$ cat src/rtl/wkt_pkg.sv
// Package: shared types for the wake-up polling timer.
// Assumes: mode encodings are fixed and decoded the same way by the checker.
package wkt_pkg;

    // Interrupt placement modes
    typedef enum logic [1:0] {
        MODE_TIMER = 2'd0,
        MODE_POLL  = 2'd1,
        MODE_CONT  = 2'd2,
        MODE_QUIET = 2'd3
    } wkt_mode_e;

    // Cycle phases: a one-clock load step, then awake, then sleep
    typedef enum logic [1:0] {
        PH_LOAD = 2'd0,
        PH_ON   = 2'd1,
        PH_OFF  = 2'd2
    } wkt_phase_e;

    // Settling sequencer stages
    typedef enum logic [1:0] {
        ST_IDLE = 2'd0,
        ST_US   = 2'd1,
        ST_RATE = 2'd2
    } wkt_settle_e;

endpackage

$ cat src/rtl/wkt_cycle_timer.sv
// Module: wkt_cycle_timer
// Runs the repeating awake/sleep cycle. The window lengths are captured in a
// one-clock load step at the start of each cycle, so a value written mid-cycle
// applies from the next cycle. A zero length is treated as one tick.
// Assumes: us_tick is a single-clock strobe and never high on two
// consecutive clocks.
module wkt_cycle_timer
    import wkt_pkg::*;
#(
    parameter int TIME_W = 16
) (
    input  logic              clk,
    input  logic              rst_n,
    input  logic              us_tick,
    input  logic [TIME_W-1:0] on_time,
    input  logic [TIME_W-1:0] off_time,
    output logic              on_phase,
    output logic              cycle_start,
    output logic              cycle_end
);

    localparam int LEN_W = TIME_W + 1;

    wkt_phase_e        phase_q;
    logic [TIME_W-1:0] cnt_q;
    logic [TIME_W-1:0] on_lat_q;
    logic [TIME_W-1:0] off_lat_q;
    logic              start_q;
    logic              end_q;
    logic [LEN_W-1:0]  on_len;
    logic [LEN_W-1:0]  off_len;
    logic [LEN_W-1:0]  cnt_next;
    logic              on_done;
    logic              off_done;

    // Effective window lengths, never shorter than one tick
    always_comb begin
        on_len   = (on_lat_q  == '0) ? LEN_W'(1) : {1'b0, on_lat_q};
        off_len  = (off_lat_q == '0) ? LEN_W'(1) : {1'b0, off_lat_q};
        cnt_next = {1'b0, cnt_q} + LEN_W'(1);
        on_done  = us_tick && (cnt_next >= on_len);
        off_done = us_tick && (cnt_next >= off_len);
    end

    // Phase sequencing, tick counting and length capture
    always_ff @(posedge clk) begin
        if (!rst_n) begin
            phase_q   <= PH_LOAD;
            cnt_q     <= '0;
            on_lat_q  <= '0;
            off_lat_q <= '0;
            start_q   <= 1'b0;
            end_q     <= 1'b0;
        end else begin
            start_q <= 1'b0;
            end_q   <= 1'b0;
            case (phase_q)
                PH_LOAD: begin
                    on_lat_q  <= on_time;
                    off_lat_q <= off_time;
                    cnt_q     <= '0;
                    phase_q   <= PH_ON;
                    start_q   <= 1'b1;
                end
                PH_ON: begin
                    if (on_done) begin
                        cnt_q   <= '0;
                        phase_q <= PH_OFF;
                    end else if (us_tick) begin
                        cnt_q <= cnt_q + 1'b1;
                    end
                end
                PH_OFF: begin
                    if (off_done) begin
                        cnt_q   <= '0;
                        phase_q <= PH_LOAD;
                        end_q   <= 1'b1;
                    end else if (us_tick) begin
                        cnt_q <= cnt_q + 1'b1;
                    end
                end
                default: phase_q <= PH_LOAD;
            endcase
        end
    end

    // The load step counts as part of the awake window
    assign on_phase    = (phase_q != PH_OFF);
    assign cycle_start = start_q;
    assign cycle_end   = end_q;

endmodule

$ cat src/rtl/wkt_settle_timer.sv
// Module: wkt_settle_timer
// Measures the settling delay inside an awake window: SETTLE_US microsecond
// ticks, then RATE_PERIODS data-rate ticks, then a one-clock done strobe.
// Rate ticks only count once the microsecond stage has ended. The sequence
// is abandoned when the window closes or the block is disabled.
// Assumes: start arrives while on_phase is high.
module wkt_settle_timer
    import wkt_pkg::*;
#(
    parameter int SETTLE_US    = 2600,
    parameter int RATE_PERIODS = 3
) (
    input  logic clk,
    input  logic rst_n,
    input  logic enable,
    input  logic on_phase,
    input  logic start,
    input  logic us_tick,
    input  logic rate_tick,
    output logic done
);

    localparam int US_W   = $clog2(SETTLE_US + 1);
    localparam int RATE_W = $clog2(RATE_PERIODS + 1);

    wkt_settle_e       st_q;
    logic [US_W-1:0]   us_cnt_q;
    logic [RATE_W-1:0] rate_cnt_q;
    logic              done_q;

    // Two-stage settling sequence with restart on every window start
    always_ff @(posedge clk) begin
        if (!rst_n) begin
            st_q       <= ST_IDLE;
            us_cnt_q   <= '0;
            rate_cnt_q <= '0;
            done_q     <= 1'b0;
        end else begin
            done_q <= 1'b0;
            if (!enable || !on_phase) begin
                st_q <= ST_IDLE;
            end else if (start) begin
                st_q     <= ST_US;
                us_cnt_q <= '0;
            end else begin
                case (st_q)
                    ST_US: begin
                        if (us_tick) begin
                            if (us_cnt_q == US_W'(SETTLE_US - 1)) begin
                                st_q       <= ST_RATE;
                                rate_cnt_q <= '0;
                            end else begin
                                us_cnt_q <= us_cnt_q + 1'b1;
                            end
                        end
                    end
                    ST_RATE: begin
                        if (rate_tick) begin
                            if (rate_cnt_q == RATE_W'(RATE_PERIODS - 1)) begin
                                st_q   <= ST_IDLE;
                                done_q <= 1'b1;
                            end else begin
                                rate_cnt_q <= rate_cnt_q + 1'b1;
                            end
                        end
                    end
                    default: st_q <= ST_IDLE;
                endcase
            end
        end
    end

    assign done = done_q;

endmodule

$ cat src/rtl/wkt_pulse_gen.sv
// Module: wkt_pulse_gen
// Emits an active-low pulse of PULSE_US microsecond ticks for each request
// accepted while idle. A request that arrives during a pulse is dropped.
// Assumes: PULSE_US >= 1.
module wkt_pulse_gen #(
    parameter int PULSE_US = 15
) (
    input  logic clk,
    input  logic rst_n,
    input  logic req,
    input  logic us_tick,
    output logic pulse_n
);

    localparam int CNT_W = $clog2(PULSE_US + 1);

    logic             active_q;
    logic [CNT_W-1:0] cnt_q;

    // Accept a request when idle; time the low level in microsecond ticks
    always_ff @(posedge clk) begin
        if (!rst_n) begin
            active_q <= 1'b0;
            cnt_q    <= '0;
        end else if (!active_q) begin
            cnt_q <= '0;
            if (req) begin
                active_q <= 1'b1;
            end
        end else if (us_tick) begin
            if (cnt_q == CNT_W'(PULSE_US - 1)) begin
                active_q <= 1'b0;
            end else begin
                cnt_q <= cnt_q + 1'b1;
            end
        end
    end

    assign pulse_n = ~active_q;

endmodule

$ cat src/rtl/wake_poll_timer.sv
// Module: wake_poll_timer (top)
// Wake-up scheduler. It combines the cycle timer, the settling sequencer and
// the pulse generator, picks the pulse source by mode, and gates the
// clock-output enable.
// Assumes: us_tick and rate_tick are single-clock strobes, and us_tick is
// never high on two consecutive clocks.
module wake_poll_timer
    import wkt_pkg::*;
#(
    parameter int TIME_W       = 16,
    parameter int PULSE_US     = 15,
    parameter int SETTLE_US    = 2600,
    parameter int RATE_PERIODS = 3
) (
    input  logic              clk,
    input  logic              rst_n,
    input  logic              us_tick,
    input  logic              rate_tick,
    input  logic [1:0]        mode,
    input  logic              clk_always_on,
    input  logic [TIME_W-1:0] on_time,
    input  logic [TIME_W-1:0] off_time,
    input  logic              dv_strobe,
    output logic              irq_n,
    output logic              clkout_en,
    output logic              on_window
);

    wkt_mode_e mode_e;
    logic      on_phase;
    logic      cyc_start;
    logic      cyc_end;
    logic      settle_done;
    logic      pulse_req;
    logic      pulse_n;

    assign mode_e = wkt_mode_e'(mode);

    wkt_cycle_timer #(
        .TIME_W (TIME_W)
    ) cycle_i (
        .clk         (clk),
        .rst_n       (rst_n),
        .us_tick     (us_tick),
        .on_time     (on_time),
        .off_time    (off_time),
        .on_phase    (on_phase),
        .cycle_start (cyc_start),
        .cycle_end   (cyc_end)
    );

    wkt_settle_timer #(
        .SETTLE_US    (SETTLE_US),
        .RATE_PERIODS (RATE_PERIODS)
    ) settle_i (
        .clk       (clk),
        .rst_n     (rst_n),
        .enable    (mode_e == MODE_POLL),
        .on_phase  (on_phase),
        .start     (cyc_start),
        .us_tick   (us_tick),
        .rate_tick (rate_tick),
        .done      (settle_done)
    );

    // Pulse source selected by mode
    always_comb begin
        case (mode_e)
            MODE_TIMER: pulse_req = cyc_end;
            MODE_POLL:  pulse_req = settle_done;
            MODE_CONT:  pulse_req = dv_strobe;
            default:    pulse_req = 1'b0;
        endcase
    end

    wkt_pulse_gen #(
        .PULSE_US (PULSE_US)
    ) pulse_i (
        .clk     (clk),
        .rst_n   (rst_n),
        .req     (pulse_req),
        .us_tick (us_tick),
        .pulse_n (pulse_n)
    );

    // Clock-output enable: gated by the window only in polling mode
    always_comb begin
        if (clk_always_on || (mode_e != MODE_POLL)) begin
            clkout_en = 1'b1;
        end else begin
            clkout_en = on_phase && pulse_n;
        end
    end

    assign irq_n     = pulse_n;
    assign on_window = on_phase;

endmodule

$ cat config.mk
export PLATFORM = sky130hd
export DESIGN_NAME = wake_poll_timer
export DESIGN_NICKNAME = d
export VERILOG_FILES = /design/src/rtl/wkt_pkg.sv /design/src/rtl/wkt_cycle_timer.sv /design/src/rtl/wkt_settle_timer.sv /design/src/rtl/wkt_pulse_gen.sv /design/src/rtl/wake_poll_timer.sv
export SDC_FILE = /design/constraint.sdc
export NUM_CORES = 1
export LEC_CHECK = 0
export ABC_AREA = 1
export BUFFER_PORTS_ARGS = -buffer_cell sky130_fd_sc_hd__buf_2
export CAP_MARGIN = 20
export CORE_MARGIN = 3
export CORE_UTILIZATION = 35
export CTS_BUF_LIST = sky130_fd_sc_hd__clkbuf_8
export CTS_CLUSTER_DIAMETER = 80
export DETAILED_ROUTE_END_ITERATION = 16
export SLEW_MARGIN = 20
export SYNTH_ARGS = -nofsm -noshare
export SYNTH_HDL_FRONTEND = slang
export SYNTH_SLANG_ARGS = --single-unit
$ cat constraint.sdc
create_clock -name clk -period 2.6 [get_ports clk]
set_input_delay 0.52 -clock clk [delete_from_list [all_inputs] [get_ports clk]]
set_output_delay 0.52 -clock clk [all_outputs]
set_load 0.005 [all_outputs]
==> reports/qor.csv <==
stage,metric,value,unit
placement,dp_hpwl,9108,um
critical_path,crit_path_end_kind,register,
routing,drt_iter0_markers,269,
sta,finalMaxSlewViolations,0,
global_route,grt_antenna_before_repair,0,
synth,netlist_instances,662,
synth,yosysSeqAreaShare,32.34,%
layout,fin_cells,928,
global_route,grt_util_met2,29.83,%
global_route,busiest_layer,met2,
synth,synth-seq-cells,74,
routing,route.antenna.remaining_nets,0,
clock_tree,clk_pin_slew_worst_paths,0.08,ns
power,ir_worst_vdd,0.0005208,V
critical_path,worstSetupStartpointType,register,
synth,synth.net_count,743,
global_route,grt_max_degree,40,
worst_hold_path,hold_path_class,in2reg,
outcome,violations,negative setup slack,
sta,maxSlewHeadroom,60.25,%
layout,multi_input_area,3023,um^2
routing,routed_wl,12340,um
global_route,grtUsageMet3,4.771,%
layout,seq_area,1499,um^2
floorplanning,core,12720,um^2
floorplanning,die_y,120.4,um
run,cap_violations,0,
synth,avgSynthCellArea,6.919,um^2
global_route,track_usage,17.26,%
synth,yosys-top-cells-count,"nand2_1 (123), inv_1 (100), a21oi_1 (76)",
routing,vias,4565,
synth,yosysWarnings,0,
power,power.leakage,2.642,nW
synth,yosys_most_used_dff,dfxtp_1,
clock_tree,cts_made_buffers,9,
synth,netlist_area,4581,um^2
layout,synthToLayoutAreaGrowth,29.72,%
clock_tree,insertion_delay,0.37,ns
routing,vias_per_cell,4.919,
sta,worst_pin_slew,0.5926,ns
placement,gp_congestion,0.8850,
sta,period_needed,2.666,ns
layout,drive_gt1_share,26.06,%
placement,io_buffers,42,
layout,post-route-util,46.71,%
outcome,outcome,"complete, but fails checks",
placement,placed_cells_incl_taps,903,
clock_tree,numClockSinks,74,
synth,yosys.area.top_type,dfxtp_1,
layout,nFillCells,1299,
sta,clock_skew,0.01038,ns
sta,fmax,375.1,MHz
clock_tree,cts-hold-fix-buffers,0,
synth,synthTopCellsByArea,"dfxtp_1 (32%), ha_1 (11%), nand2_1 (10%), a21oi_1 (8.3%), inv_1 (8.2%)",
global_route,grtUsageMet1,20.89,%
sta,rsz0062_at_grt,true,
critical_path,worstPathArrival,2.94,ns
power,powerDensity,795.4,nW/um^2
layout,nNetsFinal,832,
floorplanning,die_area,14500,um^2
synth,yosysMostFrequentCell,nand2_1,
synth,synth_cell_types,34,
synth,synth_top_area_share,32.34,%
routing,drc,0,
global_route,overflow,0,
critical_path,crit_fanout,4,
sta,holdWs,0.3678,ns
sta,fin_ws,-0.06578,ns
synth,synth-edff-count,0,
clock_tree,clockRootBuffer,clkbuf_8,
clock_tree,cts_tree,done,
sta,setup_viol,18,
sta,period_share,102.5,%
placement,placed_area,5263,um^2
global_route,grt_pass1_wl,20040,um
layout,fin_area,5942,um^2
layout,diodes,0,
placement,preCtsSetupSlack,-0.3943,ns
routing,first_pass_iters,4,
clock_tree,h-tree-depth,3,
global_route,grt_pass1_vias,4424,
routing,wl_per_cell,13.30,um
clock_tree,ctsLongestPathBuffers,2,
floorplanning,top_level_ports,43,
sta,final-hold-violation-count,0,
floorplanning,initial_core_util,36.01,%
synth,synthArstFlopShare,0,%
critical_path,crit_type,reg2reg,
floorplanning,die_x,120.4,um
floorplanning,fp-row-count,41,
critical_path,crit_required,2.87,ns
==> final timing paths <==
check / end / cells past startpoint / slack, ns / start
max: cycle_i.phase_q[0] / 21 / -0.07 / cycle_i.cnt_q[5]
min: cycle_i.off_lat_q[0] / 3 / 0.37 / off_time[0]
max reg2reg: cycle_i.phase_q[0] / 21 / -0.07 / cycle_i.cnt_q[5]
min reg2reg: settle_i.rate_cnt_q[1] / 2 / 0.47 / settle_i.rate_cnt_q[1]
==> sequential cells by signal, summed over array words and instances (netlist names), 2 cells and up <==
register	cells
cycle_i.cnt_q	16
cycle_i.off_lat_q	16
cycle_i.on_lat_q	16
settle_i.us_cnt_q	12
pulse_i.cnt_q	4
cycle_i.phase_q	2
settle_i.rate_cnt_q	2
settle_i.st_q	2
==> cell type report <==
type,count,area share (%)
inverters,103,6.507
repair buffers,95,10.61
flip-flops and latches,74,25.23
multi-input cells,468,50.87
well taps,172,3.622
clock buffers,9,2.085
clock inverters,7,1.074
==> power by group <==
| group | internal [mW] | leakage [nW] | switching [mW] |
|---|---|---|---|
| Combinational | 0.865 | 1.94 | 1.47 |
| Clock | 0.432 | 0.0953 | 0.441 |
| Sequential | 1.36 | 0.611 | 0.152 |
==> critical path: stages, from the launching register on <==
cell and delay (ns):
dfxtp_2 0.36, nand2_4 0.07, nor2_4 0.16, buf_6 0.12
nand2_4 0.07, xor2_1 0.14, buf_4 0.15, ha_1 0.33
nand2_4 0.07, nor2_4 0.11, nand3_1 0.12, nand3_1 0.13
nand2_1 0.06, nand2_1 0.06, nand2_1 0.06, nand2_2 0.09
nand2_4 0.07, nand2_8 0.12, buf_6 0.12, nand3_2 0.06
nand2_2 0.06, nor2_2 0.03
==> timing repair <==
item / 4_1_cts / 5_1_grt
gates resized for setup: 49 / 40
gates cloned: 1 / 1
buffers inserted: 6 / 2
endpoints found under the setup margin: 19 / 19
pin swaps: 24 / 33
==> metrics by stage <==
| step | power, mW | setup TNS, ns |
|---|---|---|
| after floorplan | 2.886 | 0 |
| after global routing | 5.125 | -3.112 |
| after global placement | 3.388 | -4.325 |
| after CTS | 4.522 | -0.6116 |
| final | 4.726 | -0.6096 |
| after detailed placement | 3.454 | -6.562 |
==> logic make-up (layout without fill, tap and decap cells) <==
family | count (synthesis) | count (layout) | synth area share [%]
xor gates and xnor gates | 17 | 17 | 3.250
AOI/OAI and AO/OA | 152 | 152 | 18.14
DFF | 74 | 74 | 32.34
and+or+nand+nor | 256 | 258 | 24.69
adders and majority gates | 41 | 41 | 11.20
buffers and inverters | 122 | 214 | 10.38
==> layer usage <==
metal,vias to the layer above,wire [um]
li1,2335,-
met1,2115,5583
met2,95,6021
met3,20,549
met4,0,185
met5,-,0
==> layout by cell type, fill, tap and decap left out, types with 2 or more instances in the layout <==
cell type	Yosys	routed
o21ai_0	56	55
o31ai_1	2	2
dfxtp_4	0	3
xor2_1	16	11
nand2_1	123	110
clkinvlp_4	0	3
nor2_4	2	7
inv_1	100	96
a21oi_2	9	12
nand3_1	23	19
nor2_1	61	55
nor3_1	9	8
buf_4	0	47
buf_2	1	42
nand3_2	1	2
a211oi_1	2	2
ha_4	0	9
dfxtp_1	74	66
nand4_1	6	6
ha_1	41	32
xor2_2	0	4
nor2_2	2	3
nand3_4	0	3
nor4_1	11	10
dfxtp_2	0	5
a41o_1	2	2
nand2_2	12	20
nand2_8	0	4
inv_2	0	7
clkbuf_8	0	9
a21oi_1	76	72
buf_6	0	6
a221oi_1	2	2
nand2_4	2	5
clkinv_1	3	3
Power figures use the tool's default switching activity.
